File: config.mk
export PLATFORM = sky130hd
export DESIGN_NAME = spi_ee_core
export DESIGN_NICKNAME = d
export VERILOG_FILES = /design/src/rtl/spi_ee_pkg.sv /design/src/rtl/spi_ee_core.sv
export SDC_FILE = /design/constraint.sdc
export NUM_CORES = 1
export LEC_CHECK = 0
export BUFFER_PORTS_ARGS = -buffer_cell sky130_fd_sc_hd__buf_2
export CAP_MARGIN = 20
export CORE_ASPECT_RATIO = 0.6
export CORE_MARGIN = 5
export CORE_UTILIZATION = 35
export DETAILED_ROUTE_END_ITERATION = 8
export GPL_TIMING_DRIVEN = 0
export PLACE_DENSITY_LB_ADDON = 0.05
export SLEW_MARGIN = 20
export SYNTH_ARGS = -nofsm -noshare
export SYNTH_HDL_FRONTEND = slang
export SYNTH_SLANG_ARGS = --single-unit
File: constraint.sdc
create_clock -name clk -period 5.8 [get_ports clk]
set_input_delay 0.58 -clock clk [delete_from_list [all_inputs] [get_ports clk]]
set_output_delay 0.58 -clock clk [all_outputs]
set_load 0.02 [all_outputs]
File: src/rtl/spi_ee_pkg.sv
package spi_ee_pkg;

    typedef enum logic [2:0] {
        ST_OP,
        ST_ADDR,
        ST_RDATA,
        ST_WDATA,
        ST_SRW,
        ST_SRD,
        ST_IGNORE
    } ee_state_e;

    localparam logic [7:0] OP_WEN_SET = 8'h06;
    localparam logic [7:0] OP_WEN_CLR = 8'h04;
    localparam logic [7:0] OP_SR_RD   = 8'h05;
    localparam logic [7:0] OP_SR_WR   = 8'h01;
    localparam logic [7:0] OP_RD      = 8'h03;
    localparam logic [7:0] OP_WR      = 8'h02;

endpackage

File: src/rtl/spi_ee_core.sv
module spi_ee_core
    import spi_ee_pkg::*;
#(
    parameter int ADDR_BYTES = 2,
    parameter int MEM_DEPTH  = 256,
    parameter int PAGE_BYTES = 16
) (
    input  logic                         clk,
    input  logic                         rst_n,
    input  logic                         byte_i,
    input  logic [7:0]                   rx_byte_i,
    input  logic                         frame_end_i,
    input  logic                         aligned_i,
    input  logic                         busy_i,
    input  logic                         done_i,
    output logic [7:0]                   tx_byte_o,
    output logic                         start_o,
    output logic                         commit_o,
    output logic [$clog2(MEM_DEPTH/PAGE_BYTES)-1:0] page_o,
    output logic [PAGE_BYTES-1:0][7:0]   pbuf_o,
    output logic [PAGE_BYTES-1:0]        pvalid_o,
    output logic [$clog2(MEM_DEPTH)-1:0] rd_addr_o,
    input  logic [7:0]                   rd_data_i
);
    localparam int AFW = 8 * ADDR_BYTES;
    localparam int AW  = $clog2(MEM_DEPTH);
    localparam int PW  = $clog2(PAGE_BYTES);

    typedef struct packed {
        ee_state_e                 state;
        logic [AFW-1:0]            addr;
        logic [1:0]                abyte;
        logic                      is_wr;
        logic                      wel;
        logic [1:0]                bp;
        logic                      wpen;
        logic [7:0]                sr_data;
        logic                      sr_pend;
        logic [PAGE_BYTES-1:0][7:0] pbuf;
        logic [PAGE_BYTES-1:0]     pvalid;
        logic [7:0]                tx;
    } core_t;

    core_t core_d, core_q;
    logic [AFW-1:0] addr_cat;
    logic [7:0]     status;

    assign addr_cat  = (core_q.addr << 8) | AFW'(rx_byte_i);
    assign status    = {core_q.wpen, 3'b000, core_q.bp, core_q.wel, busy_i};
    assign rd_addr_o = (core_q.state == ST_ADDR) ? addr_cat[AW-1:0] : core_q.addr[AW-1:0];

    always_comb begin
        logic [PW-1:0] off;
        core_d   = core_q;
        start_o  = 1'b0;
        commit_o = 1'b0;
        off      = core_q.addr[PW-1:0];
        if (done_i) core_d.wel = 1'b0;
        if (frame_end_i) begin
            if (aligned_i) begin
                if (core_q.state == ST_WDATA && |core_q.pvalid) begin
                    commit_o = 1'b1;
                    start_o  = 1'b1;
                end
                if (core_q.sr_pend) begin
                    core_d.bp   = core_q.sr_data[3:2];
                    core_d.wpen = core_q.sr_data[7];
                    start_o     = 1'b1;
                end
            end
            core_d.state   = ST_OP;
            core_d.sr_pend = 1'b0;
            core_d.abyte   = '0;
            core_d.tx      = 8'h00;
        end else if (byte_i) begin
            unique case (core_q.state)
                ST_OP: begin
                    core_d.tx    = 8'h00;
                    core_d.state = ST_IGNORE;
                    core_d.abyte = '0;
                    if (busy_i) begin
                        if (rx_byte_i == OP_SR_RD) begin
                            core_d.state = ST_SRD;
                            core_d.tx    = status;
                        end
                    end else begin
                        case (rx_byte_i)
                            OP_WEN_SET: core_d.wel = 1'b1;
                            OP_WEN_CLR: core_d.wel = 1'b0;
                            OP_SR_RD: begin
                                core_d.state = ST_SRD;
                                core_d.tx    = status;
                            end
                            OP_SR_WR: if (core_q.wel) core_d.state = ST_SRW;
                            OP_RD: begin
                                core_d.state = ST_ADDR;
                                core_d.is_wr = 1'b0;
                            end
                            OP_WR: if (core_q.wel) begin
                                core_d.state = ST_ADDR;
                                core_d.is_wr = 1'b1;
                            end
                            default: ;
                        endcase
                    end
                end
                ST_ADDR: begin
                    core_d.addr  = addr_cat;
                    core_d.abyte = core_q.abyte + 2'd1;
                    if (core_q.abyte == 2'(ADDR_BYTES - 1)) begin
                        if (core_q.is_wr) begin
                            core_d.state  = ST_WDATA;
                            core_d.pvalid = '0;
                        end else begin
                            core_d.state = ST_RDATA;
                            core_d.tx    = rd_data_i;
                            core_d.addr  = addr_cat + AFW'(1);
                        end
                    end
                end
                ST_RDATA: begin
                    core_d.tx   = rd_data_i;
                    core_d.addr = core_q.addr + AFW'(1);
                end
                ST_WDATA: begin
                    core_d.pbuf[off]        = rx_byte_i;
                    core_d.pvalid[off]      = 1'b1;
                    core_d.addr[PW-1:0]     = off + PW'(1);
                end
                ST_SRW: begin
                    core_d.sr_data = rx_byte_i;
                    core_d.sr_pend = 1'b1;
                    core_d.state   = ST_IGNORE;
                end
                ST_SRD:    core_d.tx = status;
                ST_IGNORE: core_d.tx = 8'h00;
                default:   core_d.state = ST_IGNORE;
            endcase
        end
    end

    always_ff @(posedge clk or negedge rst_n) begin
        if (!rst_n) core_q <= '0;
        else        core_q <= core_d;
    end

    assign tx_byte_o = core_q.tx;
    assign page_o    = core_q.addr[AW-1:PW];
    assign pbuf_o    = core_q.pbuf;
    assign pvalid_o  = core_q.pvalid;

    // no new write cycle is launched while one is running
    a_r9_start_idle: assert property (@(posedge clk) disable iff (!rst_n)
        start_o |-> !busy_i);

    // the latch is clear after the write cycle ends
    a_r8_wel_clear: assert property (@(posedge clk) disable iff (!rst_n)
        done_i |=> !core_q.wel);

    // the latch only rises on a set-enable command
    a_r3_wel_rise: assert property (@(posedge clk) disable iff (!rst_n)
        $rose(core_q.wel) |-> $past(byte_i && rx_byte_i == OP_WEN_SET && core_q.state == ST_OP));

    // an array commit happens only with the latch set
    a_r4_commit_gate: assert property (@(posedge clk) disable iff (!rst_n)
        commit_o |-> core_q.wel);

    // data bytes never move the write to another page
    a_r5_page_lock: assert property (@(posedge clk) disable iff (!rst_n)
        (byte_i && !frame_end_i && core_q.state == ST_WDATA)
            |=> core_q.addr[AW-1:PW] == $past(core_q.addr[AW-1:PW]));

endmodule

# After elaboration in Yosys (flattened, before gate mapping)
# Cells that the tools add are included.
# op_classes
bitwise,4
muxes,47
n_lt_le_gt_ge,2
n_reduce_logical,24
eq_ne,19
n_addsub,4
# op_table
cell,n
153-bit 2-to-1 mux,1
128-bit bitwise mux,1
128-bit 2-to-1 mux,1
8-bit 2-to-1 mux,7
8-bit one-hot mux with 5 select lines,1
"16-bit by 1-bit adder with 16-bit output, second input constant",2
8-bit demux with 4-bit select,1
16-bit 2-to-1 mux,2
16-bit one-hot mux with 2 select lines,1
"8-bit by 3-bit equality test with 1-bit output, second input constant",3
24-bit 2-to-1 mux,1
12-bit one-hot mux with 2 select lines,1
23-bit 2-to-1 mux,1
19-bit 2-to-1 mux,1
3-bit AND reduction,6
"8-bit by 2-bit equality test with 1-bit output, second input constant",2
16-bit bitwise OR,1
16-bit by 8-bit bitwise OR with 16-bit output,1
16-bit OR reduction,1
1-bit 2-to-1 mux,13
3-bit one-hot mux with 4 select lines,1
4-bit one-hot mux with 3 select lines,1
2-bit 2-to-1 mux,5
2-bit nonzero test,5
28 further kinds,40
# word_totals
output_inout_bits,166
regBits,187
wordCells,128

# Longest topological paths before layout
# logic_depth
depth_word,8
depth_mapped,8

# Worst setup path after synthesis
# Ideal clock, no wire load.
# synth_timing
path_kind,reg2out
startpoint,reg core_q[186] (netlist bit)
endpoint,out rd_addr_o[6]
stages_incl_launch_ff,5
arrival_time_ps,1515
t_required_ps,5220
n_path_buf,2
path_slack_ps,3705
path_cell_list,dfrtp_1 > buf_2 > nor3b_2 > clkbuf_1 > mux2_2
# synth_between
elab_chain_len,2
# synth_rtl
item,line_no,rtl
"start, declared",spi_ee_core.sv:44,"core_t core_d, core_q;"
"start signal, assigned",spi_ee_core.sv:144,else core_q <= core_d;
3-bit by 1-bit equality test with 1-bit output,spi_ee_core.sv:50,assign rd_addr_o = (core_q.state == ST_ADDR) ? addr_cat[AW-1:0] : core_q.addr[AW-1:0];
8-bit 2-to-1 mux,spi_ee_core.sv:50,
"end, declared",spi_ee_core.sv:22,"output logic [$clog2(MEM_DEPTH)-1:0] rd_addr_o,"
# No other way between the ends.

# Worst setup path after layout
# Same ends and word-level chain as after synthesis.

==> impl_metrics.py <==
metrics = {
    "floorplanning": {
        "initial_core_util_pct": 35.5,
        "core.rowCount": 45,
        "io_pins": 189,
        "die_y_um": 134,
        "core_area_mm2": 0.0252,
        "dieArea_mm2": 0.0290,
        "die_w_um": 217,
    },
    "job": {
        "maxCapViolCount": 0,
    },
    "logic_synthesis": {
        "avgSynthCellArea_um2": 11.9,
        "yosys_warnings": 0,
        "postSynth.asyncResetShare_pct": 100,
        "yosys.area.top_type": "dfrtp_1",
        "yosysTopAreaCellShare_pct": 48.6,
        "synth-main-ff-cell": "dfrtp_1",
        "synth-seq-area-share_pct": 48.6,
        "synth_edf_count": 0,
        "synth_seq_cells": 174,
        "synth_nets": 787,
        "synth_cell_types": 57,
        "synth.area.mux_share_pct": 17.9,
        "synth_top_family_by_area": "multiplexers",
        "synth_xor_area_share_pct": 0.782,
        "yosys.area_share.simple_pct": 10.2,
        "netlist_top_cells_area": "dfrtp_1 (49%), mux2_2 (17%), buf_4 (13%)",
        "synth_compound_area_share_pct": 5.61,
        "syn_inst": 755,
        "synth_area_mm2": 0.00896,
        "synth-adder-area-share_pct": 1.26,
    },
    "sta": {
        "maxSlewHeadroom_pct": 24.4,
        "rsz0062_at_grt": "false",
        "setup_ws_ps": 2780,
        "hold_violations": 0,
        "fmax_mhz": 331,
        "min_period_ps": 3020,
        "finClkSkew_ps": 11.0,
        "post-route-period-util_pct": 52.0,
        "worstMarginPinSlew_ps": 1120,
        "final_max_slew_viol_count": 0,
        "whs_ps": 377,
        "setup_tns_ps": 0,
        "finalSetupViolations": 0,
    },
    "cts": {
        "cts-buffers-inserted": 17,
        "worst_skew_pair.late_latency_ps": 440,
        "cts_resized": 0,
        "cts.clk_slew.worst_paths_ps": 70,
        "htree_levels": 4,
        "cts_tree": "built",
        "cts_buffer_depth": 2,
        "cts_root_buffer": "clkbuf_16",
        "cts.sinks": 174,
    },
    "worst_setup_path": {
        "cp-end-kind": "output port",
        "cp-start-kind": "flip-flop",
        "path_max_fanout": 10,
        "arrival_ps": 2440,
        "path_class": "reg2out",
        "required_ps": 5220,
    },
    "power_and_ir_drop": {
        "power_mw": 2.84,
        "p_leak_nw": 6.04,
        "power.density_mw_per_mm2": 260,
        "peakVddDrop_mv": 0.177,
    },
    "cells_and_area": {
        "fillers": 2478,
        "syn_to_final_growth_pct": 22.1,
        "nets": 995,
        "diodes": 0,
        "instances_no_fill": 1305,
        "layout_commonest_cell": "buf_2",
        "multiInputGateArea_mm2": 0.00321,
        "mostFrequentLayoutCells": "buf_2 (194), dfrtp_1 (174), buf_4 (157), mux2_2 (138), nor2_1 (31)",
        "seq_area_mm2": 0.00435,
        "layout-drive-gt1-share_pct": 55.9,
    },
    "placement": {
        "post-place-ws_ps": 2770,
        "dp_hpwl_um": 17700,
        "placed_cells": 1272,
        "gp_congestion": 0.771,
        "io_buffer_count": 186,
    },
    "hold_path": {
        "holdCritPathClass": "in2reg",
    },
    "routing": {
        "drt_pre_antenna_iters": 4,
        "via_count": 6078,
        "drc": 0,
        "drt_iter0_drc": 246,
        "viasPerCell": 4.66,
        "routed_wl_um": 24400,
        "drtAntennaViolNets": 0,
        "wire_per_inst_um": 18.7,
    },
    "global_route": {
        "grt.overflow.total": 0,
        "grt_pass1_wl_um": 38000,
        "grt.total_usage_pct": 17.1,
        "grt_max_degree": 80,
        "antenna_found_initial": 0,
        "grt_pass1_vias": 6307,
    },
    "outcome": {
        "status": "completed",
    },
}
-- per-stage QoR --
step | util, % | cell area [um2]
after floorplan | - | 8960
after global placement | 40.8 | 10300
after detailed placement | 41.1 | 10400
after CTS | 43.4 | 10900
after global routing | 43.4 | 10900
final | 43.4 | 10900
-- cells by family (layout without fill, tap and decap cells) --
kind of cell    Yosys count  after routing
fa+ha+maj                 9              9
xor+xnor                  8              8
mux                     143            143
buf+inv                 211            432
flops                   174            174
compound gates           74             74
simple gates            136            136
-- final timing paths --
kind                                         startpoint                        to  slack, ps  depth (start not counted)
worst max-delay path            core_q[186]$_DFFE_PN0P_              rd_addr_o[6]       2780                          5
worst min-delay path                       rd_data_i[4]  tx_byte_o[4]$_DFFE_PN0P_        380                          3
worst max register to register  core_q[169]$_DFFE_PN0P_                 flip-flop       3340                          5
worst min register to register  core_q[155]$_DFFE_PN0P_   core_q[155]$_DFFE_PN0P_        490                          2
max in group asynchronous                         rst_n                 async pin       4510                          3
min in group asynchronous                         rst_n                 async pin        580                          2
-- power by group --
group	total [mW]	switching, mW	internal [mW]
Sequential	1.30	0.0491	1.25
Clock	1.10	0.505	0.598
Combinational	0.437	0.308	0.129
-- layout make-up --
class / instances / area share [%]
buffer: 196 / 12.3
clock buffer: 22 / 4.43
clock inverter: 10 / 0.732
inverter: 15 / 0.515
multi-input combinational: 370 / 29.3
sequential: 174 / 39.8
tap: 329 / 3.76
timing repair buffer: 189 / 9.19
-- per-layer routing --
metal / up-vias / wire length [um] / GRT usage, %
met1: 3073 / 12700 / 26.1
met4: 0 / 186 / 4.13
met2: 106 / 10300 / 24.0
met3: 14 / 1260 / 4.76
met5: - / 0 / 0
li1: 2885 / - / -
-- critical path, cell delays in order (launching register included) --
cell      delay (ps)
dfrtp_1          350
buf_2            180
nor3b_2          470
clkbuf_1         420
mux2_2           390
buf_2            170
-- synth_stat cells, types with 9 or more instances --
| cell type | n |
|---|---|
| buf_4 | 157 |
| buf_2 | 9 |
| nand2_1 | 21 |
| a21oi_1 | 10 |
| clkbuf_1 | 26 |
| nor2_1 | 31 |
| a31oi_1 | 18 |
| and2_1 | 10 |
| inv_1 | 15 |
| mux2_2 | 138 |
| nand3_1 | 12 |
| o21ai_0 | 14 |
| nand3_4 | 10 |
| ha_1 | 9 |
| dfrtp_1 | 174 |
-- repair_timing --
action                                 CTS  global route
endpoints found under the hold margin   25             0
buffers inserted                         0             0
hold buffers                             1             0
No activity file was read; power rests on OpenSTA's default activity.
